$ cat src/rtl/irq_cond_pkg.sv
// Package: shared constants and types for the interrupt pin conditioner.
// Assumes an 8-bit register with the mode bit above the enable bit.
package irq_cond_pkg;
    localparam int CFG_W       = 8;
    localparam int MODE_BIT    = 7;
    localparam int ENABLE_BIT  = 6;
    localparam int SYNC_STAGES = 2;

    typedef struct packed {
        logic edge_mode;
        logic pin_enable;
    } irq_cfg_t;
endpackage

$ cat src/rtl/irq_pin_sync.sv
// Module: irq_pin_sync
// Brings the raw active-low line into the clock domain through a chain of
// STAGES flops. It also keeps one extra delayed sample so that a falling edge
// (1 followed by 0) can be flagged. Assumes STAGES >= 2.
// Reset loads the idle (high) level so that no false edge is reported.
module irq_pin_sync #(
    parameter int STAGES = 2
) (
    input  logic clk,
    input  logic rst_n,
    input  logic pin_raw_n,
    output logic pin_sync_n,
    output logic fall_seen
);
    logic [STAGES-1:0] chain_q;
    logic              prev_q;

    // Shift the raw line through the synchroniser chain.
    always_ff @(posedge clk) begin
        if (!rst_n) chain_q <= '1;
        else        chain_q <= {chain_q[STAGES-2:0], pin_raw_n};
    end

    // Hold the previous synchronised sample for edge comparison.
    always_ff @(posedge clk) begin
        if (!rst_n) prev_q <= 1'b1;
        else        prev_q <= chain_q[STAGES-1];
    end

    // Report the synchronised level and a high-to-low transition.
    always_comb begin
        pin_sync_n = chain_q[STAGES-1];
        fall_seen  = prev_q & ~chain_q[STAGES-1];
    end
endmodule

$ cat src/rtl/irq_cfg_reg.sv
// Module: irq_cfg_reg
// Control register holding the recognition-mode and pin-enable bits.
// The mode bit is write-once outside special mode, enforced by a lock flag
// that only reset clears. Reserved bits read as zero.
// Assumes the write strobe lasts one cycle per write.
module irq_cfg_reg
    import irq_cond_pkg::*;
#(
    parameter int W      = CFG_W,
    parameter int M_BIT  = MODE_BIT,
    parameter int EN_BIT = ENABLE_BIT
) (
    input  logic         clk,
    input  logic         rst_n,
    input  logic         wr,
    input  logic [W-1:0] wdata,
    input  logic         special_mode,
    output logic [W-1:0] rdata,
    output irq_cfg_t     cfg
);
    irq_cfg_t cfg_q;
    logic     lock_q;
    logic     mode_wr_ok;

    // Decide whether this write may change the mode bit.
    always_comb mode_wr_ok = special_mode | ~lock_q;

    // Update the enable bit on every write, and the mode bit only when permitted.
    always_ff @(posedge clk) begin
        if (!rst_n) begin
            cfg_q <= '0;
        end else if (wr) begin
            cfg_q.pin_enable <= wdata[EN_BIT];
            if (mode_wr_ok) cfg_q.edge_mode <= wdata[M_BIT];
        end
    end

    // Set the write-once lock on the first write outside special mode.
    always_ff @(posedge clk) begin
        if (!rst_n)                   lock_q <= 1'b0;
        else if (wr && !special_mode) lock_q <= 1'b1;
    end

    // Assemble read data with reserved bits held at zero.
    always_comb begin
        rdata         = '0;
        rdata[M_BIT]  = cfg_q.edge_mode;
        rdata[EN_BIT] = cfg_q.pin_enable;
        cfg           = cfg_q;
    end

    AST_MODE_LOCKED: assert property (@(posedge clk) disable iff (!rst_n)
        (wr && lock_q && !special_mode) |=> $stable(cfg_q.edge_mode));
    AST_ENABLE_TAKES_WRITE: assert property (@(posedge clk) disable iff (!rst_n)
        wr |=> (cfg_q.pin_enable == $past(wdata[EN_BIT])));
    AST_SPECIAL_MODE_WRITE: assert property (@(posedge clk) disable iff (!rst_n)
        (wr && special_mode) |=> (cfg_q.edge_mode == $past(wdata[M_BIT])));
endmodule

$ cat src/rtl/irq_pend_latch.sv
// Module: irq_pend_latch
// Sticky pending flag for edge mode. A detected fall sets it while edge mode
// is selected, regardless of the pin enable. A service acknowledge clears it.
// A new fall at the same edge as the acknowledge wins, so no edge is lost.
module irq_pend_latch (
    input  logic clk,
    input  logic rst_n,
    input  logic edge_mode,
    input  logic fall_seen,
    input  logic ack,
    output logic pending
);
    logic pend_q;
    logic capture;

    // Qualify edges: only capture while falling-edge recognition is chosen.
    always_comb capture = edge_mode & fall_seen;

    // Set on a qualified edge, clear on acknowledge, otherwise hold.
    always_ff @(posedge clk) begin
        if (!rst_n)       pend_q <= 1'b0;
        else if (capture) pend_q <= 1'b1;
        else if (ack)     pend_q <= 1'b0;
    end

    // Expose the latch state.
    always_comb pending = pend_q;

    AST_PEND_STICKY: assert property (@(posedge clk) disable iff (!rst_n)
        (pend_q && !ack) |=> pend_q);
    AST_EDGE_CAPTURED: assert property (@(posedge clk) disable iff (!rst_n)
        (edge_mode && fall_seen) |=> pend_q);
    AST_ACK_CLEARS: assert property (@(posedge clk) disable iff (!rst_n)
        (ack && !(edge_mode && fall_seen)) |=> !pend_q);
endmodule

$ cat src/rtl/irq_pin_conditioner.sv
// Module: irq_pin_conditioner (top)
// Conditions an external active-low interrupt line into a single request
// level. It uses a synchroniser, a configuration register and an edge
// pending latch. Assumes svc_ack is a one-cycle pulse from the interrupt
// service logic and that cfg_wr is a one-cycle strobe.
module irq_pin_conditioner
    import irq_cond_pkg::*;
(
    input  logic             clk,
    input  logic             rst_n,
    input  logic             irq_pin_n,
    input  logic             special_mode,
    input  logic             cfg_wr,
    input  logic [CFG_W-1:0] cfg_wdata,
    output logic [CFG_W-1:0] cfg_rdata,
    input  logic             svc_ack,
    output logic             irq_req
);
    irq_cfg_t cfg;
    logic     pin_sync_n;
    logic     fall_seen;
    logic     pending;

    irq_pin_sync #(.STAGES(SYNC_STAGES)) u_sync (
        .clk        (clk),
        .rst_n      (rst_n),
        .pin_raw_n  (irq_pin_n),
        .pin_sync_n (pin_sync_n),
        .fall_seen  (fall_seen)
    );

    irq_cfg_reg #(.W(CFG_W), .M_BIT(MODE_BIT), .EN_BIT(ENABLE_BIT)) u_cfg (
        .clk          (clk),
        .rst_n        (rst_n),
        .wr           (cfg_wr),
        .wdata        (cfg_wdata),
        .special_mode (special_mode),
        .rdata        (cfg_rdata),
        .cfg          (cfg)
    );

    irq_pend_latch u_pend (
        .clk       (clk),
        .rst_n     (rst_n),
        .edge_mode (cfg.edge_mode),
        .fall_seen (fall_seen),
        .ack       (svc_ack),
        .pending   (pending)
    );

    // Select the request source by mode and gate it with the pin enable.
    always_comb begin
        if (!cfg.pin_enable)    irq_req = 1'b0;
        else if (cfg.edge_mode) irq_req = pending;
        else                    irq_req = ~pin_sync_n;
    end

    AST_RESERVED_READ_ZERO: assert property (@(posedge clk) disable iff (!rst_n)
        cfg_wr |=> (cfg_rdata[ENABLE_BIT-1:0] == '0));
    AST_LEVEL_NO_LATCH: assert property (@(posedge clk) disable iff (!rst_n)
        (!cfg.edge_mode) |=> ($past(pending) || !pending));
endmodule

$ cat config.mk
export PLATFORM = sky130hd
export DESIGN_NAME = irq_pin_conditioner
export DESIGN_NICKNAME = d
export VERILOG_FILES = /design/src/rtl/irq_cond_pkg.sv /design/src/rtl/irq_pin_sync.sv /design/src/rtl/irq_cfg_reg.sv /design/src/rtl/irq_pend_latch.sv /design/src/rtl/irq_pin_conditioner.sv
export SDC_FILE = /design/constraint.sdc
export NUM_CORES = 1
export LEC_CHECK = 0
export ABC_AREA = 0
export BUFFER_PORTS_ARGS = -buffer_cell sky130_fd_sc_hd__buf_2
export CORE_AREA = 4 4 41 43
export CTS_CLUSTER_SIZE = 40
export DETAILED_ROUTE_END_ITERATION = 8
export DIE_AREA = 0 0 45 47
export GPL_ROUTABILITY_DRIVEN = 1
export SKIP_CTS_REPAIR_TIMING = 1
export SKIP_LAST_GASP = 1
export SLEW_MARGIN = 30
export SYNTH_ARGS = -nofsm -noshare
export SYNTH_HDL_FRONTEND = slang
export SYNTH_SLANG_ARGS = --single-unit
export TNS_END_PERCENT = 1
$ cat constraint.sdc
create_clock -name clk -period 0.8 [get_ports clk]
set_clock_uncertainty 0.1 [all_clocks]
set_input_delay 0.08 -clock clk [delete_from_list [all_inputs] [get_ports clk]]
set_output_delay 0.08 -clock clk [all_outputs]
set_load 0.02 [all_outputs]
==> flow_summary_export.csv, run 1 <==
group,metric,value,unit
status,run_status,"finished, violations left",
status,violations,"negative hold slack, negative setup slack",
logic_synthesis,synthAdderAreaFrac,0,%
layout,drive_gt1_share,43.5,%
clock_tree,cts_tree,"done",
logic_synthesis,synth_xor_area_share,0,%
flow_run,max_cap_violations,0,
layout,utilization,31.1,%
timing,setup_viol,5,
layout,num_antenna_cells,0,
detailed_routing,drt_pass1_iterations,2,
timing,fin_crit_sh,143,%
floorplan,die_x,45,um
floorplan,die-area,2120,um^2
worst_setup_path,critical_path_arrival,0.96,ns
pwr,p_leak,0.194,nW
floorplan,fp.dieH,47,um
global_routing,grt_pass1_wl,938,um
timing,rsz0062_at_grt,"true",
clock_tree,clock_latency,0.25,ns
global_routing,grt_start_max_net_pins,9,
timing,drv_slew,0,
pwr,p_per_area,1980,nW/um^2
timing,fin_crit,1.14,ns
detailed_routing,wl_per_cell,9.10,um
detailed_routing,vias,247,
pwr,pwr-share-comb,12.5,%
logic_synthesis,syn_area_per_cell,9.66,um^2
pwr,swShare,26.1,%
worst_setup_path,cp-end-kind,"output pin",
logic_synthesis,synth_top_family_by_area,"simple AND/OR/NAND/NOR gates",
floorplan,row_count,13,
timing,max_freq,874,MHz
detailed_routing,ant_nets,0,
worst_setup_path,crit_fanout,4,
pwr,power_frac_seq,47.0,%
pwr,internal-power,592,uW
logic_synthesis,synth_cells,32,
placement,dp_slack,-0.112,ns
clock_tree,cts_sinks,7,
min_path,hold_depth,2,
layout,finalNetCount,61,
clock_tree,path_clk_slew,0.06,ns
logic_synthesis,synth_mux_area_share,3.24,%
timing,tns,-0.867,ns
layout,syn_to_final_growth,30.8,%
timing,setup_ws,-0.344,ns
timing,hold_violations,4,
logic_synthesis,syn_area,309,um^2
pwr,power.switching,209,uW
pwr,power_frac_clock,40.5,%
clock_tree,cts_buffers,3,
worst_setup_path,rr_startpoint,"u_cfg.lock_q",
timing,whs,-0.0347,ns
clock_tree,clk_path_buf_depth,2,
logic_synthesis,ys_ff_latch,7,
min_path,whs_endpoint,"u_sync.chain_q[0]",
global_routing,antenna_found_initial,0,
floorplan,core_area,1300,um^2
logic_synthesis,synth_compound_area_share,11.3,%
detailed_routing,drtIter0Drc,3,
logic_synthesis,ys_types,15,
worst_setup_path,regToRegEndpoint,"u_cfg.cfg[1]",
logic_synthesis,ys_warn_count,0,
detailed_routing,via_per_inst,4.05,
detailed_routing,drcViolationCount,0,
logic_synthesis,seq_area_frac_synth,45.3,%
min_path,hp-start,"rst_n",
worst_setup_path,crit_type,"reg -> out",
clock_tree,htree_num_levels,1,
worst_setup_path,worstPathRequired,0.62,ns
worst_setup_path,rrSetupSlack,-0.07,ns
clock_tree,cts-root-buf,"clkbuf_4",
placement,io_buffers,10,
placement,gp_congestion,0.658,
floorplan,io_pins,23,
detailed_routing,drt_wl_total,555,um
global_routing,grt_overflow_total,0,
worst_setup_path,startpoint_type,"flop",
global_routing,grt_pass1_vias,213,
worst_setup_path,rr_worst_depth,3,
logic_synthesis,synth-simple-area-share,21.9,%
min_path,hp-class,"in -> reg",
global_routing,track_usage,6.90,%
floorplan,initial_utilization,23.7,%
pwr,peakVddDrop,1280,uV
-- cell type report --
cell class	count	area (um^2)
clock buffers	3	22.5
clock inverters	1	5.00
fillers	158	897
multi-input cells	23	140
flip-flops and latches	7	144
well taps	15	18.8
repair buffers	12	73.8
-- cells in the final DEF, fill, tap and decap left out, types with 2 or more instances in the layout --
master and n:
clkbuf_4 3, or2b_1 2, nand2b_1 3, dfxtp_2 3, nor2b_1 2, dfxtp_1 4, conb_1 6, buf_2 9
-- Yosys cell counts, drive strengths merged --
cell type	instances	area, um^2
mux2i	1	10.0
o21ai	1	5.00
nor2b	2	12.5
or2b	2	15.0
nand3b	1	7.51
conb	1	3.75
nand2b	3	18.8
a21oi	1	5.00
and2	1	6.26
a41o	1	10.0
o21a	1	7.51
nand2	2	7.51
a21boi	1	7.51
dfxtp	7	140
buf	7	52.6
-- cells by family (layout without fill, tap and decap cells) --
group           count (synthesis)  after routing
compound gates                  5              5
buf+inv                         7             16
flops                           7              7
mux                             1              1
other cells                     1              6
simple gates                   11             11
-- metal layers --
metal | vias up | wire (um) | track usage (%) | share of wire, %
li1 | 118 | - | - | -
met1 | 114 | 204 | 7.59 | 37
met2 | 15 | 260 | 8.19 | 47
met3 | 0 | 90 | 7.28 | 16
met4 | 0 | 0 | 3.51 | 0
met5 | - | 0 | 0 | 0
-- worst max-delay path by stage --
stage                   startpoint           end  slack [ns]
floorplan             u_cfg.lock_q  u_cfg.cfg[1]       -0.02
finish                u_cfg.cfg[1]       irq_req       -0.34
global placement    u_pend.pending       irq_req       -0.11
detailed placement  u_pend.pending       irq_req       -0.11
CTS                   u_cfg.cfg[1]       irq_req       -0.39
global route          u_cfg.cfg[1]       irq_req       -0.42
-- worst max-delay path, stage by stage (launching register included) --
cell	delay, ns
dfxtp_2	0.33
o21ai_1	0.12
and2_4	0.15
buf_6	0.10
-- power by group through the flow --
stage	registers [mW]	logic [mW]	clock network, mW
after detailed placement	0.384	0.0953	0
final	0.376	0.0998	0.325
after CTS	0.376	0.0958	0.341
after global placement	0.383	0.0946	0
after global routing	0.379	0.112	0.373
after floorplan	0.386	0.0808	0
-- flip-flops by register name (all words and copies together), names as in the netlist --
name and cells:
u_cfg.lock_q 1, u_cfg.cfg 2, u_sync.prev_q 1, u_sync.chain_q 2
u_pend.pending 1
-- metrics by stage --
stage / power, mW / instance area, um^2 / std cells
final: 0.801 / 404 / 61
after global routing: 0.863 / 404 / 61
after CTS: 0.813 / 384 / 60
after detailed placement: 0.479 / 357 / 56
after global placement: 0.478 / 357 / 56
after floorplan: 0.466 / 333 / 37
No activity file was read; power rests on OpenSTA's default activity.
==> run 2, diff against run 1 <==
Clock period 0.8 ns to 1.5 ns, I/O delays scaled along.
==> flow_summary_export.csv, run 2 (same netlist as run 1, synthesis figures left out) <==
group,metric,value,unit
pwr,p_leak,0.182,nW
timing,max_freq,764,MHz
timing,fin_crit_sh,87.3,%
layout,final_cell_mix,"10 x buf_2, 7 x dfxtp_1, 6 x conb_1",
layout,drive_gt1_share,28.9,%
status,run_status,"complete, no violations",
min_path,hp-class,"in -> reg",
layout,num_antenna_cells,0,
timing,rsz0062_at_grt,"false",
pwr,power,421,uW
global_routing,grt_pass1_wl,876,um
timing,setup_viol,0,
worst_setup_path,worst-path-buf-inv,1,
clock_tree,cts_buffers,3,
worst_setup_path,critical_path_arrival,1.06,ns
floorplan,fp.dieH,47,um
pwr,p_per_area,1110,nW/um^2
placement,place_hpwl,406,um
timing,tns,0,ns
detailed_routing,via_per_inst,3.75,
floorplan,initial_utilization,23.7,%
clock_tree,clock_latency,0.25,ns
global_routing,antenna_found_initial,0,
worst_setup_path,cp-end-kind,"output pin",
detailed_routing,drt_wl_total,535,um
layout,final_common_cell,"buf_2",
worst_setup_path,crit_cells,4,
worst_setup_path,critPathCapture,"irq_req",
floorplan,row_count,13,
worst_setup_path,cp_slowest_cell,"dfxtp_1",
worst_setup_path,regToRegEndpoint,"u_cfg.cfg[1]",
clock_tree,htree_num_levels,1,
worst_setup_path,crit_fanout,5,
worst_setup_path,rr_worst_depth,3,
flow_run,max_cap_violations,0,
pwr,peakVddDrop,662,uV
worst_setup_path,worstPathRequired,1.25,ns
clock_tree,cts-root-buf,"clkbuf_4",
placement,gp_congestion,0.613,
global_routing,grt_pass1_vias,209,
global_routing,grt_start_max_net_pins,9,
detailed_routing,drt_pass1_iterations,4,
floorplan,die_x,45,um
timing,hold_violations,0,
clock_tree,clk_path_buf_depth,2,
worst_setup_path,startpoint_type,"flop",
placement,dpl_cell_area,344,um^2
clock_tree,path_clk_slew,0.05,ns
worst_setup_path,slowest_delay,0.38,ns
layout,finalNetCount,60,
global_routing,track_usage,6.49,%
worst_setup_path,crit_type,"reg -> out",
worst_setup_path,rr_startpoint,"u_cfg.lock_q",
detailed_routing,drcViolationCount,0,
global_routing,grt_overflow_total,0,
floorplan,io_pins,23,
worst_setup_path,rrSetupSlack,0.65,ns
detailed_routing,ant_nets,0,
layout,syn_to_final_growth,23.1,%
detailed_routing,vias,225,
worst_setup_path,crit_family,"flip-flops",
detailed_routing,wl_per_cell,8.92,um
worst_setup_path,crit_chain,"nand2_1 -> o21ai_0 -> and2_1 -> buf_2",
clock_tree,cts_tree,"done",
detailed_routing,drtIter0Drc,5,
timing,drv_slew,0,
clock_tree,cts_sinks,7,
floorplan,die-area,2120,um^2
placement,io_buffers,10,
worst_setup_path,cp-startpoint,"u_cfg.cfg[1]",
floorplan,core_area,1300,um^2
timing,fin_crit,1.31,ns
layout,design_area,380,um^2
==> run 2: area by class of cell <==
cell class	count	area, um^2
Sequential cell	7	140
Clock buffer	4	26.3
Multi-Input combinational cell	23	135
Fill cell	157	921
Timing Repair Buffer	11	60.1
Tap cell	15	18.8
==> run 2: worst min path at each step <==
| stage | from | to | slack, ns | cells after the start |
|---|---|---|---|---|
| floorplan | rst_n | u_sync.chain_q[0] | 0.12 | 1 |
| global placement | irq_pin_n | u_sync.chain_q[0] | 0.23 | 2 |
| detailed placement | irq_pin_n | u_sync.chain_q[0] | 0.24 | 2 |
| CTS | irq_pin_n | u_sync.chain_q[0] | -0.03 | 2 |
| global route | cfg_wdata[7] | u_cfg.cfg[1] | 0.02 | 2 |
| finish | cfg_wdata[7] | u_cfg.cfg[1] | 0.03 | 2 |
==> run 2: report_power, final <==
| group | switching, mW | internal [mW] |
|---|---|---|
| combinational | 0.0293 | 0.0198 |
| sequential | 0.00492 | 0.195 |
| clock | 0.0705 | 0.102 |
| total | 0.105 | 0.316 |
==> run 2: per-layer routing <==
layer  global-route usage [%]  part of all wire, %
met2                     9.04                   46
met1                     6.64                   40
met4                     1.75                    0
met5                        0                    0
met3                     6.90                   14
==> run 2: through the flow <==
step / hold slack, ns / worst slack (ns) / util (%) / cells
after global routing: 0.0240 / 0.0612 / 29.2 / 60
after CTS: -0.0303 / 0.169 / 28.5 / 59
after global placement: 0.233 / 0.433 / 26.4 / 55
after floorplan: 0.123 / 0.553 / - / 37
after detailed placement: 0.235 / 0.450 / 26.4 / 55
final: 0.0348 / 0.191 / 29.2 / 60
